[config.mk]
export PLATFORM = sky130hd
export DESIGN_NAME = sdio_ccr
export DESIGN_NICKNAME = d
export VERILOG_FILES = /design/src/rtl/sdio_ccr_pkg.sv /design/src/rtl/sdio_ccr_rdmux.sv /design/src/rtl/sdio_ccr_irq.sv /design/src/rtl/sdio_ccr_regs.sv /design/src/rtl/sdio_ccr.sv
export SDC_FILE = /design/constraint.sdc
export NUM_CORES = 1
export LEC_CHECK = 0
export BUFFER_PORTS_ARGS = -buffer_cell sky130_fd_sc_hd__buf_4
export CAP_MARGIN = 20
export CORE_MARGIN = 2
export CORE_UTILIZATION = 59
export DETAILED_ROUTE_END_ITERATION = 8
export PLACE_DENSITY = 0.86
export RECOVER_POWER = 50
export SYNTH_ARGS = -nofsm -noshare
export SYNTH_HDL_FRONTEND = slang
export SYNTH_SLANG_ARGS = --single-unit
[constraint.sdc]
create_clock -name clk -period 3.2 [get_ports clk]
set_input_delay 0.64 -clock clk [delete_from_list [all_inputs] [get_ports clk]]
set_output_delay 0.64 -clock clk [all_outputs]
set_load 0.05 [all_outputs]
[src/rtl/sdio_ccr_pkg.sv]
package sdio_ccr_pkg;

    localparam int BYTE_W = 8;

    localparam logic [BYTE_W-1:0] OFS_REV     = 8'h00;
    localparam logic [BYTE_W-1:0] OFS_SPEC    = 8'h01;
    localparam logic [BYTE_W-1:0] OFS_IOEN    = 8'h02;
    localparam logic [BYTE_W-1:0] OFS_IORDY   = 8'h03;
    localparam logic [BYTE_W-1:0] OFS_INTEN   = 8'h04;
    localparam logic [BYTE_W-1:0] OFS_INTPEND = 8'h05;
    localparam logic [BYTE_W-1:0] OFS_ABORT   = 8'h06;
    localparam logic [BYTE_W-1:0] OFS_BUS     = 8'h07;
    localparam logic [BYTE_W-1:0] OFS_CAP     = 8'h08;
    localparam logic [BYTE_W-1:0] OFS_BLKLO   = 8'h10;
    localparam logic [BYTE_W-1:0] OFS_BLKHI   = 8'h11;
    localparam logic [BYTE_W-1:0] OFS_PWR     = 8'h12;
    localparam logic [BYTE_W-1:0] OFS_HS      = 8'h13;

    localparam logic [BYTE_W-1:0] REV_VALUE   = 8'h32;
    localparam logic [BYTE_W-1:0] SPEC_VALUE  = 8'h02;
    localparam logic [BYTE_W-1:0] CAP_BASE    = 8'h12;
    localparam logic [BYTE_W-1:0] BUS_KEEP    = 8'hE3;
    localparam logic [BYTE_W-1:0] BUS_FORCE   = 8'h40;
    localparam int               WIDE_BUS    = 2;

    typedef struct packed {
        logic [BYTE_W-1:0] io_en;
        logic [BYTE_W-1:0] int_en;
        logic [BYTE_W-1:0] bus;
        logic              wide_irq;
        logic [BYTE_W-1:0] blk_lo;
        logic [BYTE_W-1:0] blk_hi;
        logic              pwr_sticky;
        logic              hs_sticky;
        logic [BYTE_W-1:0] rd_data;
        logic              abort;
        logic              sreset;
        logic              bw_err;
    } ccr_state_t;

endpackage

[src/rtl/sdio_ccr_rdmux.sv]
module sdio_ccr_rdmux
    import sdio_ccr_pkg::*;
#(
    parameter int NFUNC = 7
) (
    input  logic [BYTE_W-1:0] addr,
    input  ccr_state_t        s_q,
    input  logic [NFUNC-1:0]  func_req,
    output logic [BYTE_W-1:0] rd_value
);
    localparam int PEND_W = NFUNC + 1;

    logic [PEND_W-1:0] pend_vec;
    logic [BYTE_W-1:0] pend_byte;

    assign pend_vec  = {func_req, 1'b0};
    assign pend_byte = BYTE_W'(pend_vec);

    always_comb begin
        case (addr)
            OFS_REV:     rd_value = REV_VALUE;
            OFS_SPEC:    rd_value = SPEC_VALUE;
            OFS_IOEN,
            OFS_IORDY:   rd_value = s_q.io_en;
            OFS_INTEN:   rd_value = s_q.int_en;
            OFS_INTPEND: rd_value = pend_byte;
            OFS_BUS:     rd_value = s_q.bus;
            OFS_CAP:     rd_value = CAP_BASE | {2'b00, s_q.wide_irq, 5'b00000};
            OFS_BLKLO:   rd_value = s_q.blk_lo;
            OFS_BLKHI:   rd_value = s_q.blk_hi;
            OFS_PWR:     rd_value = {6'b000000, s_q.pwr_sticky, 1'b1};
            OFS_HS:      rd_value = {6'b000000, s_q.hs_sticky, 1'b1};
            default:     rd_value = '0;
        endcase
    end
endmodule

[src/rtl/sdio_ccr_irq.sv]
module sdio_ccr_irq
    import sdio_ccr_pkg::*;
#(
    parameter int NFUNC = 7
) (
    input  logic              clk,
    input  logic              rst_n,
    input  logic [BYTE_W-1:0] int_en,
    input  logic [1:0]        bus_width,
    input  logic              wide_irq,
    input  logic              in_xfer,
    input  logic [NFUNC-1:0]  func_req,
    output logic              card_irq
);
    localparam int PEND_W = NFUNC + 1;

    logic [PEND_W-1:0] pend_vec;
    logic [BYTE_W-1:0] pend_byte;
    logic              master_on;
    logic              wide_gate;

    assign pend_vec  = {func_req, 1'b0};
    assign pend_byte = BYTE_W'(pend_vec);
    assign master_on = int_en[0];
    assign wide_gate = (bus_width == 2'(WIDE_BUS)) && !wide_irq && in_xfer;
    assign card_irq  = master_on && !wide_gate && (|(pend_byte & int_en));

    // master enable clear forces the line low
    a_r4_master_off: assert property (@(posedge clk) disable iff (!rst_n)
        !int_en[0] |-> !card_irq);

    // a request with no enabled pending bit never raises the line
    a_r4_no_enabled_request: assert property (@(posedge clk) disable iff (!rst_n)
        ((({func_req, 1'b0}) & int_en[NFUNC:0]) == '0) |-> !card_irq);
endmodule

[src/rtl/sdio_ccr_regs.sv]
module sdio_ccr_regs
    import sdio_ccr_pkg::*;
#(
    parameter int NFUNC = 7
) (
    input  logic              clk,
    input  logic              rst_n,
    input  logic              acc_valid,
    input  logic              acc_write,
    input  logic [BYTE_W-1:0] acc_addr,
    input  logic [BYTE_W-1:0] acc_wdata,
    input  logic [2:0]        func_count,
    input  logic              in_xfer,
    input  logic [2:0]        xfer_func,
    input  logic [BYTE_W-1:0] rd_value,
    output ccr_state_t        s_q
);
    ccr_state_t        s_d;
    logic [BYTE_W-1:0] io_mask;
    logic              wr_hit;
    logic              sreset_req;

    assign wr_hit     = acc_valid && acc_write;
    assign sreset_req = wr_hit && (acc_addr == OFS_ABORT) && acc_wdata[3];

    always_comb begin
        io_mask = '0;
        for (int i = 1; i <= NFUNC; i++) begin
            if (i <= int'(func_count)) io_mask[i] = 1'b1;
        end
    end

    always_comb begin
        s_d        = s_q;
        s_d.abort  = 1'b0;
        s_d.sreset = 1'b0;
        s_d.bw_err = 1'b0;
        if (acc_valid && !acc_write) s_d.rd_data = rd_value;
        if (wr_hit) begin
            case (acc_addr)
                OFS_IOEN:  s_d.io_en  = acc_wdata & io_mask;
                OFS_INTEN: s_d.int_en = acc_wdata;
                OFS_ABORT: begin
                    if (acc_wdata[3]) begin
                        s_d         = '0;
                        s_d.rd_data = s_q.rd_data;
                        s_d.sreset  = 1'b1;
                    end else if ((acc_wdata[2:0] != 3'd0) && in_xfer &&
                                 (acc_wdata[2:0] == xfer_func)) begin
                        s_d.abort = 1'b1;
                    end
                end
                OFS_BUS: begin
                    s_d.bus    = (acc_wdata & BUS_KEEP) | BUS_FORCE;
                    s_d.bw_err = acc_wdata[0];
                end
                OFS_CAP:   s_d.wide_irq   = acc_wdata[5];
                OFS_BLKLO: s_d.blk_lo     = acc_wdata;
                OFS_BLKHI: s_d.blk_hi     = acc_wdata;
                OFS_PWR:   s_d.pwr_sticky = s_q.pwr_sticky | acc_wdata[1];
                OFS_HS:    s_d.hs_sticky  = s_q.hs_sticky | acc_wdata[1];
                default: ;
            endcase
        end
    end

    always_ff @(posedge clk or negedge rst_n) begin
        if (!rst_n) s_q <= '0;
        else        s_q <= s_d;
    end

    // enable bits beyond the function count are never stored
    a_r2_io_en_masked: assert property (@(posedge clk) disable iff (!rst_n)
        (wr_hit && (acc_addr == OFS_IOEN)) |=> ((s_q.io_en & ~$past(io_mask)) == '0));

    // stored bus control always carries the forced bit and no reserved bits
    a_r5_bus_forced: assert property (@(posedge clk) disable iff (!rst_n)
        (s_q.bus != '0) |-> (s_q.bus[6] && (s_q.bus[4:2] == 3'b000)));

    // the soft reset pulse coincides with cleared registers
    a_r6_reset_clears: assert property (@(posedge clk) disable iff (!rst_n)
        s_q.sreset |-> ((s_q.io_en == '0) && (s_q.int_en == '0) && (s_q.bus == '0) &&
                        !s_q.wide_irq && (s_q.blk_lo == '0) && (s_q.blk_hi == '0) &&
                        !s_q.pwr_sticky && !s_q.hs_sticky));

    // a soft reset never comes with an abort
    a_r6_reset_wins: assert property (@(posedge clk) disable iff (!rst_n)
        s_q.sreset |-> !s_q.abort);

    // an abort pulse only follows a write made during a transfer
    a_r7_abort_in_xfer: assert property (@(posedge clk) disable iff (!rst_n)
        s_q.abort |-> $past(in_xfer));

    // sticky bits hold unless a soft reset is requested
    a_r9_pwr_sticky: assert property (@(posedge clk) disable iff (!rst_n)
        (s_q.pwr_sticky && !sreset_req) |=> s_q.pwr_sticky);
    a_r9_hs_sticky: assert property (@(posedge clk) disable iff (!rst_n)
        (s_q.hs_sticky && !sreset_req) |=> s_q.hs_sticky);
endmodule

[src/rtl/sdio_ccr.sv]
module sdio_ccr
    import sdio_ccr_pkg::*;
#(
    parameter int NFUNC = 7
) (
    input  logic              clk,
    input  logic              rst_n,
    input  logic              acc_valid,
    input  logic              acc_write,
    input  logic [7:0]        acc_addr,
    input  logic [7:0]        acc_wdata,
    output logic [7:0]        rd_data,
    input  logic [2:0]        func_count,
    input  logic [NFUNC-1:0]  func_req,
    input  logic              in_xfer,
    input  logic [2:0]        xfer_func,
    output logic              card_irq,
    output logic              abort_pulse,
    output logic              soft_reset_pulse,
    output logic              bus_width_err,
    output logic [15:0]       blk_len0
);
    ccr_state_t        s_q;
    logic [BYTE_W-1:0] rd_value;

    sdio_ccr_regs #(.NFUNC(NFUNC)) u_regs (
        .clk        (clk),
        .rst_n      (rst_n),
        .acc_valid  (acc_valid),
        .acc_write  (acc_write),
        .acc_addr   (acc_addr),
        .acc_wdata  (acc_wdata),
        .func_count (func_count),
        .in_xfer    (in_xfer),
        .xfer_func  (xfer_func),
        .rd_value   (rd_value),
        .s_q        (s_q)
    );

    sdio_ccr_rdmux #(.NFUNC(NFUNC)) u_rdmux (
        .addr     (acc_addr),
        .s_q      (s_q),
        .func_req (func_req),
        .rd_value (rd_value)
    );

    sdio_ccr_irq #(.NFUNC(NFUNC)) u_irq (
        .clk       (clk),
        .rst_n     (rst_n),
        .int_en    (s_q.int_en),
        .bus_width (s_q.bus[1:0]),
        .wide_irq  (s_q.wide_irq),
        .in_xfer   (in_xfer),
        .func_req  (func_req),
        .card_irq  (card_irq)
    );

    assign rd_data          = s_q.rd_data;
    assign abort_pulse      = s_q.abort;
    assign soft_reset_pulse = s_q.sreset;
    assign bus_width_err    = s_q.bw_err;
    assign blk_len0         = {s_q.blk_hi, s_q.blk_lo};
endmodule

Word level (Yosys, flattened, before mapping):

Cells that the tools add are included.

* bits in registers: 54
* bits of input ports: 34
* output and inout bits: 28
* logic and storage cells: 94

* magnitude comparators: 7
* equality and inequality tests: 16
* mux-type cells: 24
* bitwise operators: 4
* reduce and logical (&&, ||, !) cells: 31

Operators by type and width (number)
* case mux 8 bit (11 select lines): 1
* case mux 8 bit (2 select lines): 5
* two-way mux 51 bit: 1
* == test 8 x 3 -> 1 bit (second input constant): 4
* == test 8 x 5 -> 1 bit (second input constant): 4
* AND reduction 3 bit: 8
* AND 8 bit: 2
* == test 8 x 2 -> 1 bit (second input constant): 2
* nonzero test 2 bit: 8
* less-or-equal comparator 3 bit (first input constant): 4
* two-way mux 11 bit: 1
* two-way mux 10 bit: 1
* two-way mux 1 bit: 9
* == test 8 x 1 -> 1 bit (second input constant): 1
* == test 8 x 4 -> 1 bit (second input constant): 1
* logical AND 1 bit: 8
* zero test 8 bit: 1
* two-way mux 8 bit: 1
* case mux 1 bit (2 select lines): 4
* OR reduction 8 bit: 1
* less-or-equal comparator 2 x 3 -> 1 bit (first input constant): 2
* == test 3 bit: 1
* less-or-equal comparator 1 x 3 -> 1 bit (first input constant): 1
* zero test 1 bit: 3
* other kinds (7): 8

Longest topological paths before layout:

Gate-level depths: netlist of run 1.

* depth in word-level cells: 7
* mapped depth: 7
* depth with buffers taken out: 5

Hierarchy:

Synthesis of run 1 repeated with hierarchy kept, for this count alone.

* cells, all modules: 276
* area total of the unflattened synthesis: 2822.7 um^2

Modules (own cells, without submodules)
* sdio_ccr_regs: times used 1, cells each 190, area each 2175.8 um^2, sequential area each 1251.2 um^2
* sdio_ccr_rdmux: times used 1, cells each 80, area each 600.6 um^2, sequential area each 0.0 um^2
* sdio_ccr_irq: times used 1, cells each 6, area each 46.3 um^2, sequential area each 0.0 um^2

Worst setup path after synthesis of run 1:

OpenSTA, ideal clock, no wires.

* path kind: input-to-output
* start point: in func_req[5]
* end point: out card_irq
* data arrival time: 1.594 ns
* slack: 0.966 ns
* cell stages on the path: 2
* path buffers: 0
* path through: a22oi_1 > a31oi_1

* longest elaborated chain between the ends: 3

Ends and longest elaborated chain
* start: declaration: RTL line sdio_ccr.sv:14 `input logic [NFUNC-1:0] func_req,`
* AND 8 bit: RTL line sdio_ccr_irq.sv:26 `assign card_irq = master_on && !wide_gate && (|(pend_byte & int_en));`
* OR reduction 8 bit: RTL line sdio_ccr_irq.sv:26
* logical AND 1 bit: RTL line sdio_ccr_irq.sv:26
* end: declaration: RTL line sdio_ccr.sv:17 `output logic card_irq,`

Every way passes these cells.

Worst setup path in the final report of run 1:

* start point: in acc_addr[4]
* end point: reg, netlist name u_regs.s_q[40]

* longest elaborated chain between the ends: 3
* elaborated cells between the ends (all ways): 6
* those cells by class: eq/ne: 3; mux: 1; reduce/logical: 2

Ends and longest elaborated chain
* start: declaration: RTL line sdio_ccr.sv:10 `input logic [7:0] acc_addr,`
* == test 8 x 3 -> 1 bit, on equally long branches
* inequality test 2 bit (no source line) / nonzero test 2 bit (equally long branches)
* AND reduction 3 bit (no source line)

Several ways; a longest one is shown, not always the timed one.
A chain may end at the register's enable or synchronous reset.

==> results_dict.tcl, run 1 <==
set metrics [dict create \
    core_mm2 0.00469 \
    finalSetupViolCount 0 \
    clockBufferDepth 2 \
    worstSetupEndpointType "flip-flop" \
    worstMarginPinSlew_ns 1.23 \
    wirelength_mm 7.85 \
    synth_edf_count 0 \
    cts_tree "done" \
    fin_crit_sh_pct 71.5 \
    crit_fanout 16 \
    drt-initial-drc-count 343 \
    leakage_uw 0.00141 \
    first_pass_iters 5 \
    regMostFlops "u_regs.s_q" \
    routed_via_density 6.32 \
    cap_viol_max_count 0 \
    synth_top_cells_by_area "dfrtp_1 44%, nand2_1 7.7%, buf_4 6.3%" \
    post_cts_buffers 0 \
    drive_gt1_share_pct 16.6 \
    status "completed" \
    grt_pass1_vias 2344 \
    syn_nets 355 \
    finalPower_uw 1280 \
    skew_ns 0.00670 \
    post-synth-top-count-cell "nand2_1" \
    io_pins 62 \
    fp.dieW_um 73.4 \
    clk_latency_ns 0.30 \
    ir_drop_uv 272 \
    clkTransAtPathRegs_ns 0.09 \
    wire_per_inst_um 19.5 \
    initial_utilization_pct 60.5 \
    port_buffers 61 \
    fin_tns_setup_ns 0 \
    synth_seq_cells 50 \
    worstSetupPathType "in2reg" \
    clock_sink_count 50 \
    nNetsFinal 382 \
    cts_root_buf "clkbuf_8" \
    yosysUniqueCellTypes 46 \
    fin_crit_ns 2.29 \
    synth_area_mm2 0.00284 \
    grt_max_degree 51 \
    grt_pass1_wl_mm 12.3 \
    die-area_mm2 0.00538 \
    rsz0062_at_grt "no" \
    largestRegisters "u_regs.s_q: 50 flops" \
    grt.total_usage_pct 30.7 \
    cts_made_buffers 5 \
    cp.arrival_ns 2.46 \
    rows 25 \
    start_kind "primary input" \
    maxSlewViolCount 0 \
    cp.required_ns 3.37 \
    synthTopCellsByCount "58 x nand2_1, 50 x dfrtp_1, 30 x o21ai_0, 24 x buf_4, 16 x a22o_1" \
    clock.fmax_mhz 437 \
    holdWs_ns 0.486 \
    drc_errors 0 \
    syn_area_per_cell_um2 8.84 \
    synth_ff_type "dfrtp_1" \
    r2r_slack_ns 1.79 \
    area_delta_synth_final_pct 11.6 \
    ant_nets 0 \
    n_antenna_cell 0 \
    htree_levels 2 \
    gr-total-overflow 0 \
    async_flop_share_pct 100 \
    die_y_um 73.4 \
    ys.warnings.count 0 \
    hold_violations 0 \
    relSlewSlack_pct 18.2 \
    postCtsHoldBufs 0 \
    gp_congestion 1.06 \
    grt_antenna_before_repair 0 \
    hpwl_mm 5.84 \
    synth_top_area_share_pct 44.1 \
    synth_cells 321 \
    hold_path.class "reg2reg" \
    power_density_mw_per_mm2 403 \
    ys_seq_area_share_pct 44.1 \
    cts_resized 0 \
    synth_top_area_cell "dfrtp_1" \
    largest_reg_flops 50 \
    via_count 2547 \
]
==> cells by family (layout without fill, tap and decap cells) <==
| family | count (synthesis) | after routing | share of synthesized area [%] |
|---|---|---|---|
| buf+inv | 47 | 75 | 9.61 |
| simple gates | 121 | 121 | 20.7 |
| compound gates | 90 | 90 | 21.1 |
| flops | 50 | 50 | 44.1 |
| mux | 11 | 11 | 3.88 |
| xor+xnor | 2 | 2 | 0.617 |
==> path summary, 6_finish.rpt <==
| kind | startpoint | endpoint | cells after the start |
|---|---|---|---|
| max | acc_addr[4] | u_regs.s_q[40] | 6 |
| min | u_regs.s_q[6] | u_regs.s_q[6] | 1 |
| max reg2reg | u_regs.s_q[29] | u_regs.s_q[8] | 5 |
| min reg2reg | u_regs.s_q[6] | u_regs.s_q[6] | 1 |
| max in group asynchronous | rst_n | u_regs.s_q[17] | 1 |
| min in group asynchronous | rst_n | u_regs.s_q[29] | 1 |
==> metrics by stage <==
stage                     std cells  setup slack (ns)  area [um2]  utilization [%]
after detailed placement        395             0.634        3120             66.5
after global placement          395             0.711        3120             66.5
final                           403             0.911        3170             67.5
after CTS                       403             0.943        3220             68.7
after global routing            403             0.759        3170             67.5
after floorplan                 321             0.966        2840                -
==> final cells by class <==
cell class / count / area [um2]
fill: 400 / 1520
multi-input combinational: 224 / 1320
sequential: 50 / 1250
timing repair buffer: 62 / 410
clock buffer: 7 / 76.3
tap: 54 / 67.6
clock inverter: 1 / 30.0
inverter: 5 / 18.8
==> critical path, stage by stage <==
cell	delay, ns
buf_4	0.16
or4_4	0.58
nor3_4	0.32
nand3_1	0.46
nand2_1	0.20
o21ai_0	0.10
==> where the power goes <==
| part | total (uW) | switching (uW) | internal [uW] | leakage [uW] |
|---|---|---|---|---|
| sequential | 657 | 11.8 | 645 | 0.000686 |
| clock | 444 | 209 | 234 | 0.0000524 |
| combinational | 176 | 113 | 63.0 | 0.000675 |
| total | 1280 | 334 | 942 | 0.00141 |
==> layer usage <==
layer  global-route usage, %  wire [um]
met1                    42.4       3200
met2                    47.1       3530
met3                    7.13        826
met4                    11.9        293
met5                       0          0
==> cell usage in the layout (no fill, tap or decap), types with 3 or more instances in the layout <==
master | netlist | final
a22oi_1 | 4 | 4
nor3_1 | 7 | 7
a22o_1 | 16 | 16
nand2_1 | 58 | 58
nand3_1 | 14 | 14
o21ai_0 | 30 | 30
nor2b_1 | 6 | 6
nor3b_1 | 3 | 3
o31ai_1 | 5 | 5
o22ai_1 | 3 | 3
clkbuf_1 | 12 | 16
clkbuf_8 | 0 | 5
a31oi_1 | 5 | 5
dfrtp_1 | 50 | 50
nand4_1 | 6 | 6
buf_4 | 24 | 47
and3_1 | 3 | 3
nor2_1 | 11 | 11
a21oi_1 | 9 | 9
mux2i_1 | 11 | 11
inv_1 | 5 | 5
No activity file was read; power rests on OpenSTA's default activity.
==> inputs of run 2 (changes only) <==
--- a/config.mk
+++ b/config.mk
@@ -8,9 +8,9 @@
 export BUFFER_PORTS_ARGS = -buffer_cell sky130_fd_sc_hd__buf_4
 export CAP_MARGIN = 20
 export CORE_MARGIN = 2
-export CORE_UTILIZATION = 59
+export CORE_UTILIZATION = 54
 export DETAILED_ROUTE_END_ITERATION = 8
-export PLACE_DENSITY = 0.86
+export PLACE_DENSITY = 0.79
 export RECOVER_POWER = 50
 export SYNTH_ARGS = -nofsm -noshare
 export SYNTH_HDL_FRONTEND = slang
==> constraint.sdc (replaced) <==
create_clock -name clk -period 2.4 [get_ports clk]
set_input_delay 0.48 -clock clk [delete_from_list [all_inputs] [get_ports clk]]
set_output_delay 0.48 -clock clk [all_outputs]
set_load 0.05 [all_outputs]
==> run 2 against run 1 <==
  * Clock skew is 0.0019 ns higher
  * Critical path depth stayed put
  * Via count is 3.2% higher
  * First-iteration DRC count rose by 5.5%
  * Cell area rose by 2.4%
  * Clock power up 4.7%
  * Clock-buffer cell count fell by 1
  * Flip-flop and latch count is the same
  * Largest cell class unchanged
  * Setup slack got worse by 0.49 ns
  * Global-route usage shrank 2.4 points
  * Sequential share of layout area is 0.94 points lower
==> results_dict.tcl, run 2 (synthesized netlist as in run 1, its figures left out) <==
set metrics [dict create \
    status "completed" \
    area_delta_synth_final_pct 14.4 \
    leakage_uw 0.00145 \
    crit_chain "buf_4 > or4_4 > nor3_4 > o2111ai_1 > nand2_1 > o21ai_0" \
    worstSetupPathType "in2reg" \
    grt_max_degree 51 \
    maxSlewViolCount 0 \
    cts_resized 0 \
    cp_slowest_cell "or4_4" \
    gp_congestion 0.985 \
    cts_root_buf "clkbuf_8" \
    cap_viol_max_count 0 \
    grt_pass1_wl_mm 12.8 \
    largestRegisters "u_regs.s_q: 50 flops" \
    via_count 2629 \
    critPathLaunch "acc_addr[4]" \
    drive_gt1_share_pct 19.5 \
    htree_levels 2 \
    hold_path.class "in2async" \
    finalPower_uw 1580 \
    die_y_um 76.5 \
    worstSetupEndpointType "flip-flop" \
    rows 26 \
    r2r_start "u_regs.s_q[29]" \
    crit_fanout 14 \
    gr-total-overflow 0 \
    die-area_mm2 0.00585 \
    routed_via_density 6.13 \
    power_density_mw_per_mm2 487 \
    ir_drop_uv 371 \
    port_buffers 61 \
    clock.fmax_mhz 507 \
    core_mm2 0.00507 \
    n_antenna_cell 0 \
    holdWs_ns 0.420 \
    fin_tns_setup_ns 0 \
    n_fill_cell 493 \
    first_pass_iters 5 \
    cp.arrival_ns 2.13 \
    hpwl_mm 6.05 \
    cp.required_ns 2.56 \
    post_cts_buffers 0 \
    hold_violations 0 \
    rsz0062_at_grt "no" \
    nNetsFinal 393 \
    wirelength_mm 7.99 \
    drc_errors 0 \
    fp.dieW_um 76.5 \
    fin_crit_ns 1.97 \
    cts_made_buffers 5 \
    start_kind "primary input" \
    skew_ns 0.00856 \
    final_cell_mix "58 x nand2_1, 58 x buf_4, 50 x dfrtp_1" \
    fin_crit_sh_pct 82.2 \
    r2r_slack_ns 1.02 \
    initial_utilization_pct 55.9 \
    grt_antenna_before_repair 0 \
    worstMarginPinSlew_ns 1.21 \
    postCtsHoldBufs 0 \
    ant_nets 0 \
    max_stage_delay_ns 0.58 \
    cts_tree "done" \
    io_pins 62 \
    clock_sink_count 50 \
    regMostFlops "u_regs.s_q" \
    drt-initial-drc-count 362 \
    clockBufferDepth 2 \
    relSlewSlack_pct 19.2 \
    grt.total_usage_pct 28.3 \
    clkTransAtPathRegs_ns 0.08 \
    final_core_util_pct 64.0 \
    finalSetupViolCount 0 \
    largest_reg_flops 50 \
    grt_pass1_vias 2376 \
    wire_per_inst_um 18.6 \
    clk_latency_ns 0.30 \
]
run 2: cell types whose count changed in the layout (fill, tap and decap cells not counted), sizes merged:
| cell | previous run | this run |
|---|---|---|
| bufinv | 1 | 0 |
| clkinvlp | 0 | 1 |
| clkbuf | 22 | 21 |
| buf | 47 | 58 |
run 2: area by class of cell:
class | instances | area (um2) | share of cell area, %
Tap cell | 70 | 87.6 | 2.70
Clock inverter | 1 | 7.51 | 0.231
Clock buffer | 6 | 72.6 | 2.24
Inverter | 5 | 18.8 | 0.578
Sequential cell | 50 | 1250 | 38.5
Multi-Input combinational cell | 224 | 1320 | 40.5
Timing Repair Buffer | 73 | 494 | 15.2
run 2: worst paths after layout:
path,to,cells past startpoint
worst min-delay path,u_regs.s_q[44],1
max in group asynchronous,u_regs.s_q[5],1
worst max register to register,u_regs.s_q[8],5
min in group clk,u_regs.s_q[2],2
worst max-delay path,u_regs.s_q[35],6
worst min register to register,u_regs.s_q[6],1
run 2: where the power goes:
part / leakage, uW / switching, uW / internal [uW]
Sequential: 0.000686 / 16.3 / 860
Combinational: 0.000730 / 152 / 87.4
Clock: 0.0000373 / 265 / 200
Total: 0.00145 / 433 / 1150
run 2: critical path, delay by kind of cell:
family / cells / cell delay (ns)
simple gates: 3 / 1.01
compound gates: 2 / 0.47
buf+inv: 1 / 0.16
run 2: stage by stage:
step,setup slack (ns),cells,cell area [um2]
2_1_floorplan,0.437,321,2840
3_3_place_gp,0.194,422,3220
3_5_place_dp,0.133,422,3220
4_1_cts,0.449,429,3300
5_1_grt,0.350,429,3250
6_report,0.426,429,3250
run 2: routing by layer:
metal / up-vias / track usage, % / wire, um
li1: 1209 / - / -
met1: 1241 / 39.7 / 3370
met2: 159 / 45.9 / 3700
met3: 20 / 3.79 / 692
met4: 0 / 8.36 / 225
met5: - / 0 / 0
